==> src/rtl/pwm_pkg.sv <==
// pwm_pkg: widths and types shared by the PWM channel logic.
// Assumes byte addressing with four 32-bit register slots per channel.
package pwm_pkg;
    localparam int DATA_W     = 16;  // bus data width, must cover bit 10
    localparam int PSC_W      = 6;   // clock divider field width
    localparam int CNT_W      = 10;  // duty and period count width
    localparam int REG_SPAN_W = 4;   // address bits per channel (0x10 bytes)
    localparam int SD_BIT     = 6;   // stop-mode bit in control word
    localparam int FULL_BIT   = 10;  // force-high bit in duty word

    typedef enum logic [1:0] {
        SEL_CTRL   = 2'd0,
        SEL_DUTY   = 2'd1,
        SEL_PERIOD = 2'd2,
        SEL_NONE   = 2'd3
    } reg_sel_e;

    typedef struct packed {
        logic             sd;
        logic [PSC_W-1:0] psc;
        logic             full;
        logic [CNT_W-1:0] dc;
        logic [CNT_W-1:0] pv;
    } chan_cfg_t;
endpackage

==> src/rtl/pwm_chan_regs.sv <==
// pwm_chan_regs: the register set of one channel.
// Writes are accepted only while the channel enable is high.
// Read data is combinational from the register select.
// Assumes wr_i is already qualified by channel decode and the bus strobe.
module pwm_chan_regs
    import pwm_pkg::*;
(
    input  logic              clk,
    input  logic              rst_n,
    input  logic              en_i,
    input  logic              wr_i,
    input  reg_sel_e          sel_i,
    input  logic [DATA_W-1:0] wdata_i,
    output chan_cfg_t         cfg_o,
    output logic [DATA_W-1:0] rdata_o
);
    chan_cfg_t cfg_q;

    // Capture the field selected by the write, gated by the channel enable.
    always_ff @(posedge clk) begin
        if (!rst_n) begin
            cfg_q <= '0;
        end else if (wr_i && en_i) begin
            case (sel_i)
                SEL_CTRL: begin
                    cfg_q.psc <= wdata_i[PSC_W-1:0];
                    cfg_q.sd  <= wdata_i[SD_BIT];
                end
                SEL_DUTY: begin
                    cfg_q.dc   <= wdata_i[CNT_W-1:0];
                    cfg_q.full <= wdata_i[FULL_BIT];
                end
                SEL_PERIOD: cfg_q.pv <= wdata_i[CNT_W-1:0];
                default: ;
            endcase
        end
    end

    // Assemble the read word for the selected register.
    always_comb begin
        rdata_o = '0;
        case (sel_i)
            SEL_CTRL: begin
                rdata_o[PSC_W-1:0] = cfg_q.psc;
                rdata_o[SD_BIT]    = cfg_q.sd;
            end
            SEL_DUTY: begin
                rdata_o[CNT_W-1:0] = cfg_q.dc;
                rdata_o[FULL_BIT]  = cfg_q.full;
            end
            SEL_PERIOD: rdata_o[CNT_W-1:0] = cfg_q.pv;
            default: rdata_o = '0;
        endcase
    end

    assign cfg_o = cfg_q;

    // a disabled channel keeps its registers.
    p_locked_r2: assert property (@(posedge clk) disable iff (!rst_n)
        !en_i |=> $stable(cfg_q));
endmodule

==> src/rtl/pwm_chan_core.sv <==
// pwm_chan_core: divider, period counter and output for one channel.
// Works from a private copy of the settings, loaded at start and at period ends.
// Assumes cfg_i is the channel's register set; only its stop-mode bit acts at once.
module pwm_chan_core
    import pwm_pkg::*;
(
    input  logic      clk,
    input  logic      rst_n,
    input  logic      en_i,
    input  chan_cfg_t cfg_i,
    output logic      pwm_o
);
    chan_cfg_t        act_q;
    logic             running_q;
    logic [PSC_W-1:0] psc_cnt_q;
    logic [CNT_W-1:0] per_cnt_q;
    logic             tick;
    logic             period_end;
    logic             hard_stop;

    // Decode the divider wrap, the period end and an abrupt stop request.
    always_comb begin
        tick       = (psc_cnt_q == act_q.psc);
        period_end = running_q && tick && (per_cnt_q == act_q.pv);
        hard_stop  = running_q && !en_i && cfg_i.sd;
    end

    // Sequence start, counting, reloads and both stop modes.
    always_ff @(posedge clk) begin
        if (!rst_n) begin
            running_q <= 1'b0;
            psc_cnt_q <= '0;
            per_cnt_q <= '0;
            act_q     <= '0;
        end else if (!running_q) begin
            if (en_i) begin
                running_q <= 1'b1;
                act_q     <= cfg_i;
                psc_cnt_q <= '0;
                per_cnt_q <= '0;
            end
        end else if (hard_stop) begin
            running_q <= 1'b0;
            psc_cnt_q <= '0;
            per_cnt_q <= '0;
        end else if (tick) begin
            psc_cnt_q <= '0;
            if (period_end) begin
                per_cnt_q <= '0;
                if (en_i) begin
                    act_q <= cfg_i;
                end else begin
                    running_q <= 1'b0;
                end
            end else begin
                per_cnt_q <= per_cnt_q + 1'b1;
            end
        end else begin
            psc_cnt_q <= psc_cnt_q + 1'b1;
        end
    end

    // Drive the output high for the leading duty part of each period.
    always_comb begin
        pwm_o = running_q && (act_q.full || (per_cnt_q < act_q.dc));
    end

    // settings in use change only at a period end or at start.
    p_cfg_hold_r7: assert property (@(posedge clk) disable iff (!rst_n)
        running_q && !period_end |=> $stable(act_q));

    // counters never pass their programmed limits.
    p_cnt_bound_r3: assert property (@(posedge clk) disable iff (!rst_n)
        running_q |-> (per_cnt_q <= act_q.pv) && (psc_cnt_q <= act_q.psc));

    // a graceful stop keeps running until the period ends.
    p_graceful_r8: assert property (@(posedge clk) disable iff (!rst_n)
        running_q && !en_i && !cfg_i.sd && !period_end |=> running_q);

    // an abrupt stop parks the output on the next cycle.
    p_abrupt_r9: assert property (@(posedge clk) disable iff (!rst_n)
        running_q && !en_i && cfg_i.sd |=> !pwm_o);
endmodule

==> src/rtl/pwm_dual.sv <==
// pwm_dual: N_CH PWM channels behind one register port, 0x10 bytes apart.
// Decodes the channel and register from the byte address and muxes the read data.
// Assumes N_CH >= 2; address bits 1:0 are ignored.
module pwm_dual
    import pwm_pkg::*;
#(
    parameter  int N_CH   = 2,
    localparam int CH_W   = $clog2(N_CH),
    localparam int ADDR_W = REG_SPAN_W + CH_W
) (
    input  logic              clk,
    input  logic              rst_n,
    input  logic [ADDR_W-1:0] bus_addr,
    input  logic [DATA_W-1:0] bus_wdata,
    input  logic              bus_we,
    output logic [DATA_W-1:0] bus_rdata,
    input  logic [N_CH-1:0]   ch_en,
    output logic [N_CH-1:0]   pwm_out
);
    logic [CH_W-1:0]   ch_idx;
    reg_sel_e          sel;
    logic [DATA_W-1:0] ch_rdata [N_CH];

    // Split the byte address into channel index and register select.
    always_comb begin
        ch_idx = bus_addr[ADDR_W-1:REG_SPAN_W];
        sel    = reg_sel_e'(bus_addr[REG_SPAN_W-1:2]);
    end

    for (genvar c = 0; c < N_CH; c++) begin : g_ch
        chan_cfg_t cfg;
        logic      wr;

        // Qualify the bus strobe with this channel's address.
        always_comb begin
            wr = bus_we && (ch_idx == CH_W'(c));
        end

        pwm_chan_regs u_regs (
            .clk     (clk),
            .rst_n   (rst_n),
            .en_i    (ch_en[c]),
            .wr_i    (wr),
            .sel_i   (sel),
            .wdata_i (bus_wdata),
            .cfg_o   (cfg),
            .rdata_o (ch_rdata[c])
        );

        pwm_chan_core u_core (
            .clk   (clk),
            .rst_n (rst_n),
            .en_i  (ch_en[c]),
            .cfg_i (cfg),
            .pwm_o (pwm_out[c])
        );
    end

    // Return the addressed channel's read word, zero for unmapped channels.
    always_comb begin
        bus_rdata = '0;
        if (int'(ch_idx) < N_CH) begin
            bus_rdata = ch_rdata[ch_idx];
        end
    end
endmodule

==> config.mk <==
export PLATFORM = sky130hd
export DESIGN_NAME = pwm_dual
export DESIGN_NICKNAME = d
export VERILOG_FILES = /design/src/rtl/pwm_pkg.sv /design/src/rtl/pwm_chan_regs.sv /design/src/rtl/pwm_chan_core.sv /design/src/rtl/pwm_dual.sv
export SDC_FILE = /design/constraint.sdc
export NUM_CORES = 1
export LEC_CHECK = 0
export BUFFER_PORTS_ARGS = -buffer_cell sky130_fd_sc_hd__buf_2
export CORE_UTILIZATION = 60
export DETAILED_ROUTE_END_ITERATION = 7
export PLACE_DENSITY_LB_ADDON = 0.08
export SETUP_SLACK_MARGIN = 0.1
export SYNTH_ARGS = -nofsm -noshare
export SYNTH_HDL_FRONTEND = slang
export SYNTH_SLANG_ARGS = --single-unit
==> constraint.sdc <==
create_clock -name clk -period 5.5 [get_ports clk]
set_input_delay 0.275 -clock clk [delete_from_list [all_inputs] [get_ports clk]]
set_output_delay 0.275 -clock clk [all_outputs]
set_load 0.01 [all_outputs]
; ---- Word-level counts from Yosys, hierarchy flattened
; Cells that the tools add are included.
; Widths: inputs -> output; s select.
[totals]
mem_bits_rw = 0
mem_count = 0
word_cells = 127
input_bits = 26
latch_bits = 0
regBits = 146
romBits = 0
[classes]
n_div = 0
n_lt_le_gt_ge = 3
n_shift = 0
n_bitwise = 2
mux = 47
reduce_logical = 31
multipliers = 0
add_sub_neg = 4
n_eq_ne = 14
[ops]
columns = op, count
row1 = $mux 28, 10
row2 = $mux 10, 10
row3 = $mux 6, 8
row4 = $pmux 7 s3, 2
row5 = $mux 16, 2
row6 = $add 10x1->10 const B, 2
row7 = $eq 10x10->1, 2
row8 = $lt 10x10->1, 2
row9 = $reduce_and 2->1, 8
row10 = $logic_and 1x1->1, 14
row11 = $add 6x1->6 const B, 2
row12 = $eq 6x6->1, 2
row13 = $mux 1, 12
row14 = $ne 2x2->1 const B, 6
row15 = $pmux 3 s2, 2
row16 = $mux 11, 1
row17 = $ne 3x3->1 const B, 2
row18 = $reduce_and 3->1, 2
row19 = $reduce_bool 2->1, 2
row20 = $eq 2x1->1 const B, 1
row21 = $eq 2x2->1 const B, 1
row22 = $ge 2x2->1 const B, 1
row23 = $logic_not 1->1, 2
row24 = $logic_not 2->1, 1
row25 = 3 further kinds, 4

; ---- Depth between registers and ports, before layout
[logic_depth]
depth_word = 7
ltp_mapped = 8
ltp_nobuf = 7

; ---- Hierarchy
; From an unflattened synthesis, not the netlist that was laid out.
[hier_totals]
hier_cells = 838
hier_area_um2 = 7514.7
[modules_own_cells]
columns = mod, seq_area_each_um2, cells_per_inst, instances, area_each_um2
row1 = pwm_chan_core, 880.8, 268, 2, 2312.2
row2 = pwm_chan_regs, 560.5, 141, 2, 1316.3
row3 = pwm_dual, 0.0, 20, 1, 257.7

; ---- Worst setup path before layout
; No wires, ideal clock.
[synth_timing]
path_type = input to output
start = input bus_addr[2]
end = output bus_rdata[0]
n_path_buf = 2
stages = 6
arrival_ps = 1611
setup_slack_ps = 3614
required_time_ps = 5225
path_cell_list = inv_1 -> ha_1 -> clkbuf_1 -> buf_1 -> nand2_1 -> a311oi_1
[synth_between]
elab_chain_cells = 5
elab_cells_between_ends = 8
[synth_lines]
columns = item, line
row1 = from (decl), pwm_dual.sv:13  ; input logic [ADDR_W-1:0] bus_addr,
row2 = "$eq 2x2->1, or another cell as far along", pwm_chan_regs.sv:42  ; case (sel_i)
row3 = $pmux 7 s3, pwm_chan_regs.sv:42
row4 = $mux 11 (implied by the code) (*), pwm_dual.sv:63  ; bus_rdata = ch_rdata[ch_idx];
row5 = $mux 16 (implied by the code) (*) (2 in a row), pwm_dual.sv:63
row6 = to (decl), pwm_dual.sv:16  ; output logic [DATA_W-1:0] bus_rdata,
; Mark *: on every way between the ends. The rest lies on a longest branch, timed or not. The select of a mux whose other input is x is not followed.

; ---- Worst setup path after layout
[layout_timing]
start = input bus_addr[2]
end = output bus_rdata[3]
; The elaborated chain is that of the path after synthesis.

==> results by group <==
Detailed routing
  • Antenna viol nets, final: 0
  • Final WL: 18.7 mm
  • Vias: 6281
  • Drt drc: 0
  • DR vias/cell: 6.14
  • DRT Pass-1 Iters: 5
  • Initial DRC Count: 538
  • Routed wire per std cell: 18.3 um

Synthesis
  • Synth cell count leaders: dfxtp_1, nand2_1, a21oi_1, o21a_1, clkbuf_1
  • Seq/Total Area, Yosys: 38.9%
  • Area contributors post-synth: dfxtp_1, o21a_1, nand2_1, a21oi_1, ha_1
  • Post-Synthesis Cells: 873
  • FF+latch count, synth: about 140
  • Top-count cell post-synth: dfxtp_1
  • Synth Flop Type: dfxtp_1
  • Number of synthesized flops with an enable pin: 0
  • Synth area leader: dfxtp_1
  • Distinct cells, synth: 59
  • Async set-reset flop share out of synthesis: 0%
  • Warnings, synthesis: 0
  • Post-synth top area share: 38.9%
  • Mapped Area: 7410 um2
  • Mapped Avg Cell Area: 8.49 um2

Final layout
  • Area of the multi-input gates: 4090 um2
  • Layout cells sized above 1: 10.8%
  • Synthesis-to-layout area growth: 8.14%
  • Final #Nets: about 920
  • Fill count: about 1k
  • Flip-flop and latch area: 2880 um2
  • Layout Utilization: about two thirds
  • N_diodes: 0

Timing
  • Post-route minimum period: 2.52 ns
  • Hold_ws: approximately 0.12 ns
  • Final Setup Violations: 0
  • Worst-margin pin slew: between 1 and 1.5 ns
  • RSZ-0062 raised after global routing: false
  • Clock Skew: between 0.008 and 0.009 ns
  • Worst slew margin: approximately a fifth
  • Setup TNS: 0 ns
  • Hold Vio Cnt, Final: 0
  • Tcrit/Tclk final: 45.9%
  • F_max: 396 MHz
  • Pins Over Slew Limit: 0
  • Final worst slack: 2.98 ns

Die
  • Core ar.: 12000 um2
  • Io pins: 44
  • Die H: 113 um
  • Die Wd: 113 um
  • Initial Util: 61.7%
  • Die area: between 10000 and 15000 um2
  • Row cnt: 40

Power and ir drop
  • Power per cell area: approximately 290 nW/um2
  • Maximum VDD drop: 0.245 mV
  • Leak Pwr: 2.70 nW
  • Design Power: roughly 0.0023 W

Clocking
  • Clock root buffer: clkbuf_16
  • Number of setup buffers added after CTS: 0
  • TritonCTS clock tree: yes
  • Max Buffers Root-to-Sink: 2
  • Htree depth: 4
  • Clk_lat worst skew: 0.42 ns
  • Clock transition at path regs: 0.06 ns
  • Cts bufs inserted: 17
  • Cts-stage hold buffer count: 0
  • Sink Count: 144
  • CTS resizes: 0

Global route
  • Vias in the first global route: 5682
  • First-pass GRT wire length: 29.7 mm
  • Largest net degree at the start of global routing: 56
  • Gr ovfl total: 0
  • Antenna violations before repair: 0
  • All-Layer GR Usage: around 30%

Critical path
  • CP max stage delay: ~0.76 ns
  • CP cell instances: buf_2, inv_1, ha_1, a22o_1, a211oi_1, a311oi_1, buf_2
  • Crit end category: output pin
  • R2r endpoint: g_ch[1].u_core.act_q[7]$_SDFFE_PN0P_
  • WS Path Type: in -> out
  • R2R setup slack: 3.21 ns
  • R2R cell count: 5
  • R2r startpoint: g_ch[1].u_core.per_cnt_q[8]$_SDFFE_PN0P_
  • Slowest-stage cell, CP: ha_1
  • CP startpoint kind: input port
  • CP dominant cell by count: buf_2
  • Worst Path Max Fanout: 24
  • Req. time, crit path: 5.22 ns
  • Critical Path AT: 2.25 ns

Hold path
  • Hold Crit Endpoint: g_ch[0].u_regs.cfg_o[20]$_SDFFE_PN0P_
  • Worst min-delay path startpoint: bus_wdata[10]
  • Hold crit path type: in -> reg
  • Hold path cells: 3

Placement
  • Placer Congestion: 0.881
  • Port buffer count: 31
  • DP Worst Slack: 2.97 ns
  • Final HPWL DP: 12.6 mm

Status
  • Outcome: finished clean

Job
  • Max_cap viols: 0
## layout make-up
cell class	instances	area share (%)
multi-input cells	636	51.1
flip-flops and latches	144	36.0
clock buffers	22	6.04
well taps	147	2.30
repair buffers	34	2.22
inverters	31	1.45
clock inverters	9	0.906
## cells in the final DEF (no fill, tap or decap), types with 3 or more instances in the layout
cell / Yosys / layout
dfxtp_1: 144 / 144
nand2_1: 138 / 138
a21oi_1: 89 / 89
o21a_1: 71 / 71
nor2_1: 37 / 37
xnor2_1: 36 / 36
buf_2: 6 / 31
inv_1: 28 / 28
o21ai_0: 27 / 27
ha_1: 26 / 26
nand3_1: 25 / 25
nor3b_1: 22 / 22
nand3b_1: 20 / 20
nor3b_2: 17 / 17
clkbuf_16: 0 / 17
xor2_1: 14 / 14
nand4_1: 13 / 13
a22oi_1: 11 / 11
a211oi_1: 11 / 11
a311oi_1: 9 / 9
a22o_1: 7 / 7
and2_1: 6 / 6
and3_1: 5 / 5
conb_1: 1 / 5
clkinvlp_4: 0 / 5
nor3_1: 4 / 4
nor4_1: 4 / 4
clkbuf_8: 0 / 4
inv_6: 0 / 4
a221oi_1: 3 / 3
or2_2: 3 / 3
buf_4: 7 / 3
## critical path, delay by kind of cell
| family | cells | cell delay [ns] |
|---|---|---|
| AOI/OAI and AO/OA | 3 | 0.80 |
| adders and majority gates | 1 | 0.76 |
| buffers and inverters | 3 | 0.41 |
## how the worst max path moves through the flow
stage	start	end	slack (ns)	depth (start not counted)
finish	bus_addr[2]	bus_rdata[3]	2.98	7
global route	g_ch[0].u_core.per_cnt_q[5]$_SDFFE_PN0P_	pwm_out[0]	2.88	7
CTS	g_ch[0].u_core.per_cnt_q[5]$_SDFFE_PN0P_	pwm_out[0]	3.05	7
detailed placement	ch_en[0]	g_ch[0].u_core.per_cnt_q[1]$_SDFFE_PN0P_	2.97	6
global placement	ch_en[0]	g_ch[0].u_core.per_cnt_q[1]$_SDFFE_PN0P_	3.07	6
floorplan	bus_addr[2]	bus_rdata[0]	3.61	6
## state kept, by name, indices dropped and copies added (netlist names)
signal and count:
g_ch.u_core.act_q 54, g_ch.u_core.per_cnt_q 20, g_ch.u_core.psc_cnt_q 12, g_ch.u_core.running_q 2, g_ch.u_regs.cfg_o 56
## logic make-up after synthesis
| logic type | Yosys count | share of synthesized area (%) |
|---|---|---|
| AOI/OAI and AO/OA | 247 | 21.9 |
| muxes | 2 | 0.270 |
| other | 1 | 0.0506 |
| xor gates and xnor gates | 51 | 6.28 |
| DFF | 144 | 38.9 |
| adders and majority gates | 26 | 4.39 |
| buffers and inverters | 97 | 6.13 |
| and+or+nand+nor | 305 | 22.1 |
## power breakdown
| part | leakage [nW] | switching [W] | total, W | internal (W) |
|---|---|---|---|---|
| sequential | 1.16 | 0.0000119 | 0.00106 | 0.00105 |
| clock | 0.258 | 0.000452 | 0.00108 | 0.000627 |
| combinational | 1.28 | 0.000109 | 0.000151 | 0.0000426 |
| total | 2.70 | 0.000573 | 0.00230 | 0.00172 |
## layer usage
layer  global-route usage [%]  vias up  share of wire [%]
met5                        0        -                  0
met1                     43.6     3031                 48
li1                         -     3030                  -
met3                     6.37       15                6.5
met2                     45.2      205                 45
met4                     6.75        0               0.80
## through the flow
stage | cell area [um2] | instances
2_1_floorplan | 7420 | 877
3_3_place_gp | 7450 | 992
3_5_place_dp | 7450 | 992
4_1_cts | 8010 | 1023
5_1_grt | 8010 | 1023
6_report | 8010 | 1023
Power figures use the tool's default switching activity.
